**config.mk**
```make
export PLATFORM = sky130hd
export DESIGN_NAME = dual_src_reset
export DESIGN_NICKNAME = d
export VERILOG_FILES = /design/src/rtl/dsr_pkg.sv /design/src/rtl/dsr_tick_timer.sv /design/src/rtl/dsr_edge_chan.sv /design/src/rtl/dsr_hold_chan.sv /design/src/rtl/dsr_uv_hold.sv /design/src/rtl/dual_src_reset.sv
export SDC_FILE = /design/constraint.sdc
export NUM_CORES = 1
export LEC_CHECK = 0
export ABC_CLOCK_PERIOD_IN_PS = 5200
export BUFFER_PORTS_ARGS = -buffer_cell sky130_fd_sc_hd__buf_4
export CAP_MARGIN = 20
export CORE_MARGIN = 2
export CORE_UTILIZATION = 45
export CTS_BUF_LIST = sky130_fd_sc_hd__clkbuf_4 sky130_fd_sc_hd__clkbuf_8 sky130_fd_sc_hd__clkbuf_16
export DETAILED_ROUTE_END_ITERATION = 16
export PLACE_DENSITY = 0.66
export SETUP_SLACK_MARGIN = 0.2
export SYNTH_ARGS = -nofsm -noshare
export SYNTH_HDL_FRONTEND = slang
export SYNTH_HIERARCHICAL = 1
export SYNTH_SLANG_ARGS = --single-unit
```
**constraint.sdc**
```tcl
create_clock -name clk_i -period 5.2 [get_ports clk_i]
set_input_delay 0.78 -clock clk_i [delete_from_list [all_inputs] [get_ports clk_i]]
set_output_delay 0.78 -clock clk_i [all_outputs]
set_load 0.02 [all_outputs]
```
**src/rtl/dsr_pkg.sv**
```systemverilog
package dsr_pkg;
  typedef enum logic [1:0] {EDGE_IDLE, EDGE_PULSE, EDGE_WAIT_LOW, EDGE_LOCK} edge_state_e;
  typedef enum logic [1:0] {HOLD_IDLE, HOLD_PULSE, HOLD_WAIT_REL} hold_state_e;

  function automatic int max2(input int a, input int b);
    return (a > b) ? a : b;
  endfunction
endpackage

```
**src/rtl/dsr_tick_timer.sv**
```systemverilog
module dsr_tick_timer #(
  parameter int CW = 8
) (
  input  logic          clk_i,
  input  logic          rst_ni,
  input  logic          tick_i,
  input  logic          start_i,
  input  logic [CW-1:0] len_i,
  output logic          done_o
);
  logic [CW-1:0] cnt_q;

  always_ff @(posedge clk_i or negedge rst_ni) begin
    if (!rst_ni)                          cnt_q <= '0;
    else if (start_i)                     cnt_q <= len_i;
    else if (tick_i && cnt_q != '0)       cnt_q <= cnt_q - CW'(1);
  end

  // last tick of the loaded period
  assign done_o = tick_i && (cnt_q == CW'(1));
endmodule

```
**src/rtl/dsr_edge_chan.sv**
```systemverilog
module dsr_edge_chan
  import dsr_pkg::*;
#(
  parameter int CW        = 8,
  parameter int REC_TICKS = 14,
  parameter int DEB_TICKS = 24
) (
  input  logic clk_i,
  input  logic rst_ni,
  input  logic tick_i,
  input  logic req_i,
  output logic act_o,
  output logic busy_o
);
  edge_state_e st_q, st_d;
  logic req_q, rise;
  logic pulse_start, pulse_done, lock_start, lock_done;

  assign rise = req_i & ~req_q;

  always_ff @(posedge clk_i or negedge rst_ni) begin
    if (!rst_ni) begin
      st_q  <= EDGE_IDLE;
      req_q <= 1'b0;
    end else begin
      st_q  <= st_d;
      req_q <= req_i;
    end
  end

  always_comb begin
    st_d        = st_q;
    pulse_start = 1'b0;
    lock_start  = 1'b0;
    case (st_q)
      EDGE_IDLE: if (rise) begin
        pulse_start = 1'b1;
        st_d        = EDGE_PULSE;
      end
      EDGE_PULSE: if (pulse_done) begin
        if (req_i) st_d = EDGE_WAIT_LOW;
        else begin
          lock_start = 1'b1;
          st_d       = EDGE_LOCK;
        end
      end
      EDGE_WAIT_LOW: if (!req_i) begin
        lock_start = 1'b1;
        st_d       = EDGE_LOCK;
      end
      EDGE_LOCK: if (lock_done) st_d = EDGE_IDLE;
      default: st_d = EDGE_IDLE;
    endcase
  end

  dsr_tick_timer #(.CW(CW)) u_pulse (
    .clk_i(clk_i), .rst_ni(rst_ni), .tick_i(tick_i),
    .start_i(pulse_start), .len_i(CW'(REC_TICKS)), .done_o(pulse_done)
  );

  dsr_tick_timer #(.CW(CW)) u_lock (
    .clk_i(clk_i), .rst_ni(rst_ni), .tick_i(tick_i),
    .start_i(lock_start), .len_i(CW'(DEB_TICKS)), .done_o(lock_done)
  );

  assign act_o  = (st_q == EDGE_PULSE);
  assign busy_o = (st_q != EDGE_IDLE);
endmodule

```
**src/rtl/dsr_hold_chan.sv**
```systemverilog
module dsr_hold_chan
  import dsr_pkg::*;
#(
  parameter int CW           = 8,
  parameter int REC_TICKS    = 14,
  parameter int SETUP0_TICKS = 20,
  parameter int SETUP1_TICKS = 60,
  parameter int SETUP2_TICKS = 100
) (
  input  logic       clk_i,
  input  logic       rst_ni,
  input  logic       tick_i,
  input  logic       btn_ni,
  input  logic [1:0] sel_i,
  output logic       act_o
);
  hold_state_e   st_q, st_d;
  logic [CW-1:0] press_q, press_d, setup_len;
  logic          pulse_start, pulse_done;

  always_comb begin
    case (sel_i)
      2'b00:   setup_len = CW'(SETUP0_TICKS);
      2'b01:   setup_len = CW'(SETUP1_TICKS);
      default: setup_len = CW'(SETUP2_TICKS);
    endcase
  end

  always_ff @(posedge clk_i or negedge rst_ni) begin
    if (!rst_ni) begin
      st_q    <= HOLD_IDLE;
      press_q <= '0;
    end else begin
      st_q    <= st_d;
      press_q <= press_d;
    end
  end

  always_comb begin
    st_d        = st_q;
    press_d     = press_q;
    pulse_start = 1'b0;
    case (st_q)
      HOLD_IDLE: begin
        if (btn_ni) press_d = '0;
        else if (tick_i) begin
          // >= keeps a strap change mid-press from stalling the count
          if (press_q >= setup_len - CW'(1)) begin
            press_d     = '0;
            pulse_start = 1'b1;
            st_d        = HOLD_PULSE;
          end else begin
            press_d = press_q + CW'(1);
          end
        end
      end
      HOLD_PULSE:    if (pulse_done) st_d = HOLD_WAIT_REL;
      HOLD_WAIT_REL: if (btn_ni) begin
        press_d = '0;
        st_d    = HOLD_IDLE;
      end
      default: st_d = HOLD_IDLE;
    endcase
  end

  dsr_tick_timer #(.CW(CW)) u_pulse (
    .clk_i(clk_i), .rst_ni(rst_ni), .tick_i(tick_i),
    .start_i(pulse_start), .len_i(CW'(REC_TICKS)), .done_o(pulse_done)
  );

  assign act_o = (st_q == HOLD_PULSE);
endmodule

```
**src/rtl/dsr_uv_hold.sv**
```systemverilog
module dsr_uv_hold #(
  parameter int CW        = 8,
  parameter int REC_TICKS = 14
) (
  input  logic clk_i,
  input  logic rst_ni,
  input  logic tick_i,
  input  logic uv_i,
  output logic act_o
);
  logic [CW-1:0] cnt_q;

  always_ff @(posedge clk_i or negedge rst_ni) begin
    if (!rst_ni)                    cnt_q <= '0;
    else if (uv_i)                  cnt_q <= CW'(REC_TICKS);
    else if (tick_i && cnt_q != '0) cnt_q <= cnt_q - CW'(1);
  end

  assign act_o = uv_i | (cnt_q != '0);
endmodule

```
**src/rtl/dual_src_reset.sv**
```systemverilog
module dual_src_reset
  import dsr_pkg::*;
#(
  parameter int REC_TICKS    = 14,
  parameter int DEB_TICKS    = 24,
  parameter int SETUP0_TICKS = 20,
  parameter int SETUP1_TICKS = 60,
  parameter int SETUP2_TICKS = 100
) (
  input  logic       clk_i,
  input  logic       rst_ni,
  input  logic       tick_i,
  input  logic       req_i,
  input  logic       btn_ni,
  input  logic [1:0] sel_i,
  input  logic       uv_i,
  output logic       rst_no
);
  localparam int MAX_TICKS = max2(max2(REC_TICKS, DEB_TICKS),
                                  max2(SETUP0_TICKS, max2(SETUP1_TICKS, SETUP2_TICKS)));
  localparam int CW = $clog2(MAX_TICKS + 1);

  logic edge_act, edge_busy, hold_act, uv_act;

  dsr_edge_chan #(.CW(CW), .REC_TICKS(REC_TICKS), .DEB_TICKS(DEB_TICKS)) u_edge (
    .clk_i(clk_i), .rst_ni(rst_ni), .tick_i(tick_i), .req_i(req_i),
    .act_o(edge_act), .busy_o(edge_busy)
  );

  dsr_hold_chan #(
    .CW(CW), .REC_TICKS(REC_TICKS),
    .SETUP0_TICKS(SETUP0_TICKS), .SETUP1_TICKS(SETUP1_TICKS), .SETUP2_TICKS(SETUP2_TICKS)
  ) u_hold (
    .clk_i(clk_i), .rst_ni(rst_ni), .tick_i(tick_i), .btn_ni(btn_ni),
    .sel_i(sel_i), .act_o(hold_act)
  );

  dsr_uv_hold #(.CW(CW), .REC_TICKS(REC_TICKS)) u_uv (
    .clk_i(clk_i), .rst_ni(rst_ni), .tick_i(tick_i), .uv_i(uv_i), .act_o(uv_act)
  );

  assign rst_no = ~(edge_act | hold_act | uv_act);
endmodule

```
==> results.sh, run 1 <==
export IMPL_crit_arrival_ns=2.09
export IMPL_hpwl_um=3830
export IMPL_p_per_area_mw_per_mm2=464
export IMPL_grt_ovfl_total=0
export IMPL_vias=2272
export IMPL_portBuffers=8
export IMPL_cp_end_kind="output pin"
export IMPL_crit_path_max_incr_delay_ns=0.58
export IMPL_reg2reg_setup_slack_ns=2.58
export IMPL_gp_congestion=0.790
export IMPL_vias_per_cell=5.80
export IMPL_htreeDepth=2
export IMPL_worst_pin_slew_ns=0.646
export IMPL_tns_ns=0
export IMPL_rsz0062_at_grt="no"
export IMPL_cts_setup_buffers=0
export IMPL_routedWlPerCell_um=13.9
export IMPL_worst_hold_slack_ns=0.449
export IMPL_hold_violations=0
export IMPL_cp_num_buf_inv=1
export IMPL_fin_worst_skew_ns=0.0132
export IMPL_coreArea_sq_mm=0.00624
export IMPL_cts_resized=0
export IMPL_required_ns=4.42
export IMPL_grt_pass1_wl_um=9740
export IMPL_ys_async_sr_fraction=1.00
export IMPL_die_w_um=83.7
export IMPL_antennaDiodeCount=0
export IMPL_cp_cell_sequence="or4_4, or3_2, nor3_2, buf_4"
export IMPL_max_slew_margin_rel=0.568
export IMPL_fin_crit_ns=2.87
export IMPL_cts_tree="built"
export IMPL_cp_depth=4
export IMPL_syn_to_final_growth_pct=10.6
export IMPL_fin_nets=344
export IMPL_cts_sinks=40
export IMPL_critPathCapture="rst_no"
export IMPL_finalSetupViolations=0
export IMPL_dieArea_sq_mm=0.00701
export IMPL_dr_pass1_iters=4
export IMPL_cts_buffers=5
export IMPL_maxCapViolCount=0
export IMPL_ctsHoldBuffers=0
export IMPL_worstReg2RegStart="u_edge/u_pulse/cnt_q[3]"
export IMPL_clk_pin_slew_ns=0.09
export IMPL_cp_max_fo=6
export IMPL_slew_violations=0
export IMPL_worstSetupPathType="reg2out"
export IMPL_slowest_stage="or4_4"
export IMPL_synth_edf_count=0
export IMPL_yosysWarnings=6
export IMPL_grt_use_total=0.166
export IMPL_register_area_sq_mm=0.00100
export IMPL_leakagePower_nw=1.35
export IMPL_peakVddDrop_mv=0.204
export IMPL_fmax_mhz=349
export IMPL_drc_errors=0
export IMPL_ioPinCount=9
export IMPL_startpoint="u_uv/cnt_q[3]"
export IMPL_crit_path_start_kind="flop"
export IMPL_row_count=29
export IMPL_ys_seq_area_frac=0.350
export IMPL_root_buffer="clkbuf_8"
export IMPL_antenna_left=0
export IMPL_grt_pass1_vias=2136
export IMPL_rr_worst_depth=8
export IMPL_cp_top_family="simple AND/OR/NAND/NOR gates"
export IMPL_synth_avg_cell_area_sq_um=9.86
export IMPL_multiInputGateArea_sq_mm=0.00179
export IMPL_syn_instance_count=290
export IMPL_synth_main_ff_cell="dfrtp_1"
export IMPL_wl_um=5450
export IMPL_r2r_end="u_edge/u_lock/cnt_q[6]"
export IMPL_clk_latency_ns=0.30
export IMPL_die_y_um=83.7
export IMPL_synth_seq_cells=40
export IMPL_drive_above_1_share=0.143
export IMPL_grt_max_degree=41
export IMPL_status="completed"
export IMPL_clk_path_buf_depth=2
export IMPL_fillCellCount=595
export IMPL_synth_cell_area_sq_mm=0.00286
export IMPL_period_share=0.552
export IMPL_ys_types=63
export IMPL_antenna_found_initial=0
export IMPL_drt_iter0_markers=84
export IMPL_hp_class="in2async"
export IMPL_initial_core_util=0.458
==> cells by family after synthesis <==
kind of cell,Yosys count,share of synthesized area
simple gates,102,0.227
compound gates,88,0.254
flops,40,0.350
buf+inv,28,0.0451
fa+ha+maj,21,0.0919
mux,5,0.0201
other cells,4,0.00525
xor+xnor,2,0.00613
==> final cells by class <==
type	instances	share of cell area
repair buffers	9	0.0214
clock inverters	2	0.0190
clock buffers	5	0.0218
well taps	77	0.0305
inverters	20	0.0237
flip-flops and latches	40	0.317
multi-input cells	239	0.567
==> worst min path at each step <==
| stage | startpoint | slack [ns] | end | depth (start not counted) |
|---|---|---|---|---|
| final | rst_ni | 0.45 | u_hold/u_pulse/cnt_q[2] | 1 |
| after global routing | rst_ni | 0.49 | u_edge/u_pulse/cnt_q[2] | 1 |
| after CTS | rst_ni | 0.47 | u_edge/u_pulse/cnt_q[3] | 1 |
| after detailed placement | u_hold/press_q[6] | 0.50 | u_hold/press_q[6] | 1 |
| after global placement | u_hold/press_q[6] | 0.51 | u_hold/press_q[6] | 1 |
| after floorplan | rst_ni | 0.48 | u_edge/req_q | 0 |
==> per-stage QoR <==
step                total power, mW  utilization  instances  setup WS (ns)  instance area [sq um]
finish                         1.47        0.507        392           2.33                   3160
global route                   1.60        0.507        392           2.23                   3160
CTS                            1.48        0.507        392           2.30                   3160
detailed placement             1.17        0.486        385           2.07                   3030
global placement               1.16        0.486        385           2.16                   3030
floorplan                      1.05            -        307           2.70                   2920
==> sequential cells by signal, indices dropped and copies added (netlist names) <==
name / flops
u_hold/st_q: 2
u_edge/req_q: 1
u_edge/st_q: 2
u_uv/cnt_q: 7
u_hold/u_pulse/cnt_q: 7
u_hold/press_q: 7
u_edge/u_pulse/cnt_q: 7
u_edge/u_lock/cnt_q: 7
==> routing by layer <==
metal,vias to the layer above,GRT usage,share of wire
li1,1131,-,-
met1,1098,0.227,0.50
met2,34,0.263,0.46
met3,9,0.0356,0.029
met4,0,0.0557,0.017
met5,-,0,0
==> synth_stat cells (all sizes together) (4+ instances only) <==
| master | instances | share of area |
|---|---|---|
| dfrtp | 40 | 0.35 |
| a21oi | 22 | 0.039 |
| nor2 | 22 | 0.029 |
| ha | 21 | 0.092 |
| inv | 20 | 0.026 |
| nand2 | 17 | 0.022 |
| a211o | 12 | 0.038 |
| nor3 | 10 | 0.025 |
| a2bb2oi | 9 | 0.034 |
| nor3b | 8 | 0.026 |
| o21ai | 6 | 0.016 |
| or4 | 5 | 0.014 |
| buf | 4 | 0.014 |
| clkbuf | 4 | 0.0053 |
| conb | 4 | 0.0053 |
| nand4 | 4 | 0.011 |
| nor2b | 4 | 0.0088 |
| o31ai | 4 | 0.011 |
==> worst reg2reg max path: stages, from the launching register on <==
cell and delay (ns):
dfrtp_1 0.47, or4_1 0.59, nor4b_1 0.38, a21oi_1 0.12, nor3b_1 0.18, buf_4 0.20
inv_1 0.15, o311a_1 0.14, a221o_1 0.26
==> power by group <==
| part | switching (mW) | internal, mW | total [mW] |
|---|---|---|---|
| Clock | 0.114 | 0.189 | 0.303 |
| Combinational | 0.295 | 0.278 | 0.573 |
| Sequential | 0.168 | 0.423 | 0.591 |
| Total | 0.577 | 0.890 | 1.47 |
==> placed cells by master (no fill, tap or decap), types with 3 or more instances in the layout <==
cell       count
clkbuf_8       5
a2111oi_0      3
a2bb2oi_2      3
inv_1         20
nand4_1        3
o21ai_0        3
a41o_1         3
nor4b_1        3
or4_1          4
nor3_1         6
a221o_1        3
nand2b_1       3
o31ai_1        4
nand4bb_1      3
or3b_1         3
nor2b_1        4
a31o_1         3
conb_1        21
a2bb2oi_1      6
o41ai_1        3
a211o_2        3
a21oi_1       22
nor3_2         4
nor3b_1        5
nand3_1        3
a31oi_1        3
or4b_4         3
dfrtp_1       40
a21o_1         3
a211o_1        9
buf_4          9
ha_1          21
o311a_1        3
nor4_1         3
nor2_1        22
nand2_1       17
nand3b_1       3
a22o_1         3
nor3b_2        3
Note: power is estimated with default switching activity, not from simulation.
==> run 2, diff against run 1 <==
Settings changed: ABC_CLOCK_PERIOD_IN_PS 5200 to 2900.
Clock period 5.2 ns to 2.9 ns, I/O delays scaled along.
==> run 2 against run 1 <==
Compared with the run above:
- routed wire length up 0.44%
- register-to-register slack worse by 2.2 ns
- die area unchanged
- largest cell class unchanged
- largest power group unchanged
==> results.sh, run 2 (synthesis results as in run 1) <==
export IMPL_max_slew_margin_rel=0.640
export IMPL_clk_latency_ns=0.30
export IMPL_grt_pass1_wl_um=9620
export IMPL_wl_met2_um=2560
export IMPL_vias=2227
export IMPL_tns_ns=0
export IMPL_initial_core_util=0.458
export IMPL_fmax_mhz=395
export IMPL_fin_crit_ns=2.53
export IMPL_final_common_cell="dfrtp_1"
export IMPL_finalSetupViolations=0
export IMPL_grt_ovfl_total=0
export IMPL_routedWlPerCell_um=13.9
export IMPL_layout_common_cells="40 x dfrtp_1, 22 x a21oi_1, 22 x nor2_1"
export IMPL_row_count=29
export IMPL_drt_iter0_markers=63
export IMPL_power_frac_comb=0.416
export IMPL_ioPinCount=9
export IMPL_power_internal_mw=1.45
export IMPL_status="completed"
export IMPL_ctsHoldBuffers=0
export IMPL_die_w_um=83.7
export IMPL_root_buffer="clkbuf_8"
export IMPL_slew_violations=0
export IMPL_slowest_stage="or4_4"
export IMPL_worstReg2RegStart="u_edge/u_pulse/cnt_q[3]"
export IMPL_fin_worst_skew_ns=0.0136
export IMPL_crit_path_start_kind="flop"
export IMPL_required_ns=2.47
export IMPL_grt_max_degree=41
export IMPL_grt_pass1_vias=2111
export IMPL_leakagePower_nw=1.34
export IMPL_maxCapViolCount=0
export IMPL_p_switching_mw=1.04
export IMPL_drc_errors=0
export IMPL_fillCellCount=580
export IMPL_htreeDepth=2
export IMPL_met1Wirelength_um=2750
export IMPL_rr_worst_depth=7
export IMPL_placed_cell_area_sq_mm=0.00304
export IMPL_wl_um=5470
export IMPL_worst_pin_slew_ns=0.538
export IMPL_sequentialPowerShare=0.427
export IMPL_cp_max_fo=6
export IMPL_coreArea_sq_mm=0.00624
export IMPL_clk_path_buf_depth=2
export IMPL_hpwl_um=3860
export IMPL_p_clk_frac=0.157
export IMPL_wl_met3_um=122
export IMPL_syn_to_final_growth_pct=9.76
export IMPL_startpoint="u_uv/cnt_q[3]"
export IMPL_antenna_left=0
export IMPL_cts_sinks=40
export IMPL_crit_arrival_ns=2.10
export IMPL_worstSetupPathType="reg2out"
export IMPL_final_cell_area_sq_mm=0.00314
export IMPL_crit_path_max_incr_delay_ns=0.57
export IMPL_cts_resized=0
export IMPL_grt_use_total=0.163
export IMPL_r2r_end="u_edge/u_lock/cnt_q[6]"
export IMPL_reg2reg_setup_slack_ns=0.39
export IMPL_hp_class="in2async"
export IMPL_p_per_area_mw_per_mm2=794
export IMPL_hold_violations=0
export IMPL_die_y_um=83.7
export IMPL_dieArea_sq_mm=0.00701
export IMPL_top_layer_used="met4"
export IMPL_cts_buffers=5
export IMPL_gp_congestion=0.801
export IMPL_rsz0062_at_grt="no"
export IMPL_drive_above_1_share=0.151
export IMPL_antennaDiodeCount=0
export IMPL_vias_per_cell=5.65
export IMPL_cp_end_kind="output pin"
export IMPL_peakVddDrop_mv=0.441
export IMPL_cts_setup_buffers=0
export IMPL_swShare=0.418
export IMPL_fin_nets=345
export IMPL_cts_tree="built"
export IMPL_cp_cell_sequence="or4_4, or3_2, nor3_2, buf_4"
export IMPL_portBuffers=8
export IMPL_antenna_found_initial=0
export IMPL_period_share=0.873
export IMPL_clk_pin_slew_ns=0.08
export IMPL_dr_pass1_iters=4
run 2: layout make-up:
class                           count  area, sq um  share of cell area
Inverter                           20         75.1              0.0239
Clock inverter                      2         10.0             0.00319
Tap cell                           77         96.3              0.0307
Multi-Input combinational cell    239         1800               0.573
Clock buffer                        6         82.6              0.0263
Timing Repair Buffer               10         75.1              0.0239
Sequential cell                    40         1000               0.319
run 2: through the flow:
stage | util | setup WS [ns] | cells | hold WS, ns | power [mW]
after detailed placement | 0.487 | 0.264 | 386 | 0.454 | 2.10
after global routing | 0.503 | 0.246 | 394 | 0.153 | 2.71
after floorplan | - | 0.527 | 307 | 0.139 | 1.88
after CTS | 0.502 | 0.227 | 394 | 0.124 | 2.51
final | 0.503 | 0.369 | 394 | 0.101 | 2.49
after global placement | 0.487 | 0.332 | 386 | 0.452 | 2.08
run 2: routing by layer:
layer	vias to the layer above	track usage
met2	23	0.264
met5	-	0
met1	1061	0.224
li1	1139	-
met4	0	0.0455
met3	4	0.0317
run 2: worst max path at each step:
stage,slack (ns),depth (start not counted),endpoint
final,0.37,4,rst_no
after global routing,0.25,7,u_edge/u_lock/cnt_q[6]
after CTS,0.23,7,u_edge/u_lock/cnt_q[6]
after detailed placement,0.26,7,u_edge/u_lock/cnt_q[6]
after global placement,0.33,7,u_edge/u_lock/cnt_q[6]
after floorplan,0.53,8,u_edge/u_lock/cnt_q[6]
run 2: power groups by stage:
stage,combinational [mW],clock (mW),sequential (mW)
after global routing,1.17,0.431,1.10
final,1.04,0.392,1.06
after CTS,1.04,0.412,1.06
after global placement,1.02,0,1.06
after detailed placement,1.04,0,1.06
after floorplan,0.919,0,0.965
run 2: worst max-delay path: cells and delay by family, from the launching register on:
kind | cells | cell delay, ns
buffers and inverters | 1 | 0.18
flip-flops | 1 | 0.42
AND/OR/NAND/NOR | 3 | 1.21
==> run 3, diff against run 2 <==
Settings changed: SYNTH_HIERARCHICAL 1 to unset.
==> run 3 against run 2 <==
Compared with the run above:
- combinational power is 22% lower
- critical path type unchanged
- routed wire length fell by 24%
- largest power group unchanged
- power down 15%
- utilization grew 1.0 points
==> results.sh, run 3 <==
export IMPL_cts_buffers=5
export IMPL_slew_violations=0
export IMPL_fin_worst_skew_ns=0.00729
export IMPL_initial_core_util=0.472
export IMPL_rsz0062_at_grt="no"
export IMPL_yosysWarnings=0
export IMPL_antenna_left=0
export IMPL_rr_worst_depth=5
export IMPL_worst_hold_slack_ns=0.112
export IMPL_max_slew_margin_rel=0.581
export IMPL_clk_pin_slew_ns=0.07
export IMPL_synth_nets=278
export IMPL_cp_max_fo=4
export IMPL_grt_max_degree=41
export IMPL_synth_main_ff_cell="dfrtp_1"
export IMPL_cts_sinks=40
export IMPL_grt_pass1_vias=1689
export IMPL_gp_congestion=0.801
export IMPL_portBuffers=8
export IMPL_synth_most_common_cell="dfrtp_1"
export IMPL_ys_types=50
export IMPL_hp_class="in2async"
export IMPL_ys_seq_area_frac=0.413
export IMPL_root_buffer="clkbuf_8"
export IMPL_dp_cells=323
export IMPL_routedWlPerCell_um=12.6
export IMPL_placed_cell_area_sq_mm=0.00256
export IMPL_grt_use_total=0.156
export IMPL_crit_arrival_ns=1.89
export IMPL_required_ns=2.47
export IMPL_clk_path_buf_depth=2
export IMPL_drt_iter0_markers=97
export IMPL_leakagePower_nw=1.16
export IMPL_vias_per_cell=5.47
export IMPL_drive_above_1_share=0.0923
export IMPL_layout_common_cells="40 x dfrtp_1, 22 x nor2_1, 20 x ha_1"
export IMPL_cts_setup_buffers=0
export IMPL_synth_top_area_cell="dfrtp_1"
export IMPL_status="completed"
export IMPL_htreeDepth=2
export IMPL_dieArea_sq_mm=0.00599
export IMPL_die_w_um=77.4
export IMPL_hpwl_um=3030
export IMPL_fin_nets=288
export IMPL_tns_ns=0
export IMPL_cp_end_kind="output pin"
export IMPL_period_share=0.803
export IMPL_register_area_sq_mm=0.00100
export IMPL_ctsHoldBuffers=0
export IMPL_worst_pin_slew_ns=0.629
export IMPL_vias=1806
export IMPL_multiInputGateArea_sq_mm=0.00134
export IMPL_instances_no_fill=330
export IMPL_synthTopCellsByCount="40 x dfrtp_1, 22 x nor2_1, 20 x ha_1"
export IMPL_synth_area_top_cells="dfrtp_1 41%, ha_1 10%, xor2_1 4.0%"
export IMPL_ys_async_sr_fraction=1.00
export IMPL_syn_to_final_growth_pct=8.77
export IMPL_cts_tree="built"
export IMPL_antenna_found_initial=0
export IMPL_ioPinCount=9
export IMPL_synth_top_area_share=0.413
export IMPL_grt_pass1_wl_um=7620
export IMPL_synth_cell_area_sq_mm=0.00242
export IMPL_fillCellCount=514
export IMPL_p_per_area_mw_per_mm2=800
export IMPL_peakVddDrop_mv=0.401
export IMPL_finalSetupViolations=0
export IMPL_fmax_mhz=430
export IMPL_crit_path_start_kind="flop"
export IMPL_hold_violations=0
export IMPL_coreArea_sq_mm=0.00514
export IMPL_syn_instance_count=250
export IMPL_fin_crit_ns=2.33
export IMPL_final_common_cell="dfrtp_1"
export IMPL_dr_pass1_iters=4
export IMPL_cts_resized=0
export IMPL_drc_errors=0
export IMPL_grt_ovfl_total=0
export IMPL_synth_avg_cell_area_sq_um=9.70
export IMPL_clk_latency_ns=0.29
export IMPL_synth_seq_cells=40
export IMPL_die_y_um=77.4
export IMPL_row_count=26
export IMPL_maxCapViolCount=0
export IMPL_wl_um=4140
export IMPL_antennaDiodeCount=0
export IMPL_synth_edf_count=0
export IMPL_final_cell_area_sq_mm=0.00264
export IMPL_worstSetupPathType="reg2out"
run 3: logic make-up (layout without fill, tap and decap cells):
group                    after synthesis  in the layout  synth area share
AO/OA/AOI/OAI                         61             61             0.187
XOR/XNOR                              16             16            0.0578
adder cells (fa/ha/maj)               20             20             0.103
buffers and inverters                 21             31            0.0330
flip-flops                            40             40             0.413
multiplexers                           2              2            0.0108
AND/OR/NAND/NOR                       90             90             0.195
run 3: path summary, 6_finish.rpt:
kind | start | to | slack (ns)
worst max-delay path | u_uv.cnt_q[0] | rst_no | 0.57
worst min-delay path | rst_ni | u_edge.u_lock.cnt_q[0] | 0.11
worst max register to register | u_hold.press_q[6] | u_hold.press_q[0] | 0.92
worst min register to register | u_uv.cnt_q[1] | u_uv.cnt_q[1] | 0.54
max in group asynchronous | rst_ni | u_uv.cnt_q[0] | 2.43
min in group clk_i | req_i | u_edge.req_q | 0.28
run 3: per-stage QoR:
step,setup slack (ns),total power [mW],utilization
floorplan,0.669,1.58,-
global placement,0.752,1.75,0.497
detailed placement,0.726,1.77,0.497
CTS,0.551,2.13,0.513
global route,0.402,2.32,0.513
finish,0.572,2.11,0.513
run 3: worst max-delay path: stages, from the launching register on:
cell and delay, ns:
dfrtp_1 0.38, inv_1 0.11, ha_1 0.16, or4b_1 0.51
nor4_1 0.26, buf_4 0.19
run 3: where the power goes:
group / total (mW) / internal (mW) / switching [mW] / leakage [nW]
clock network: 0.356 / 0.173 / 0.183 / 0.0445
registers: 0.944 / 0.744 / 0.200 / 0.496
logic: 0.809 / 0.376 / 0.433 / 0.621
total: 2.11 / 1.29 / 0.816 / 1.16
run 3: layer usage:
layer  GRT usage  wire, um  up-vias
met1       0.215      2100      857
li1            -         -      932
met2       0.244      1910       10
met4      0.0589        65        0
met5           0         0        -
met3      0.0314        77        7
run 3: layout make-up:
| class | count | share of cell area |
|---|---|---|
| Tap cell | 70 | 0.0332 |
| Timing Repair Buffer | 9 | 0.0256 |
| Clock buffer | 6 | 0.0289 |
| Clock inverter | 1 | 0.00190 |
| Multi-Input combinational cell | 189 | 0.509 |
| Inverter | 15 | 0.0213 |
| Sequential cell | 40 | 0.380 |
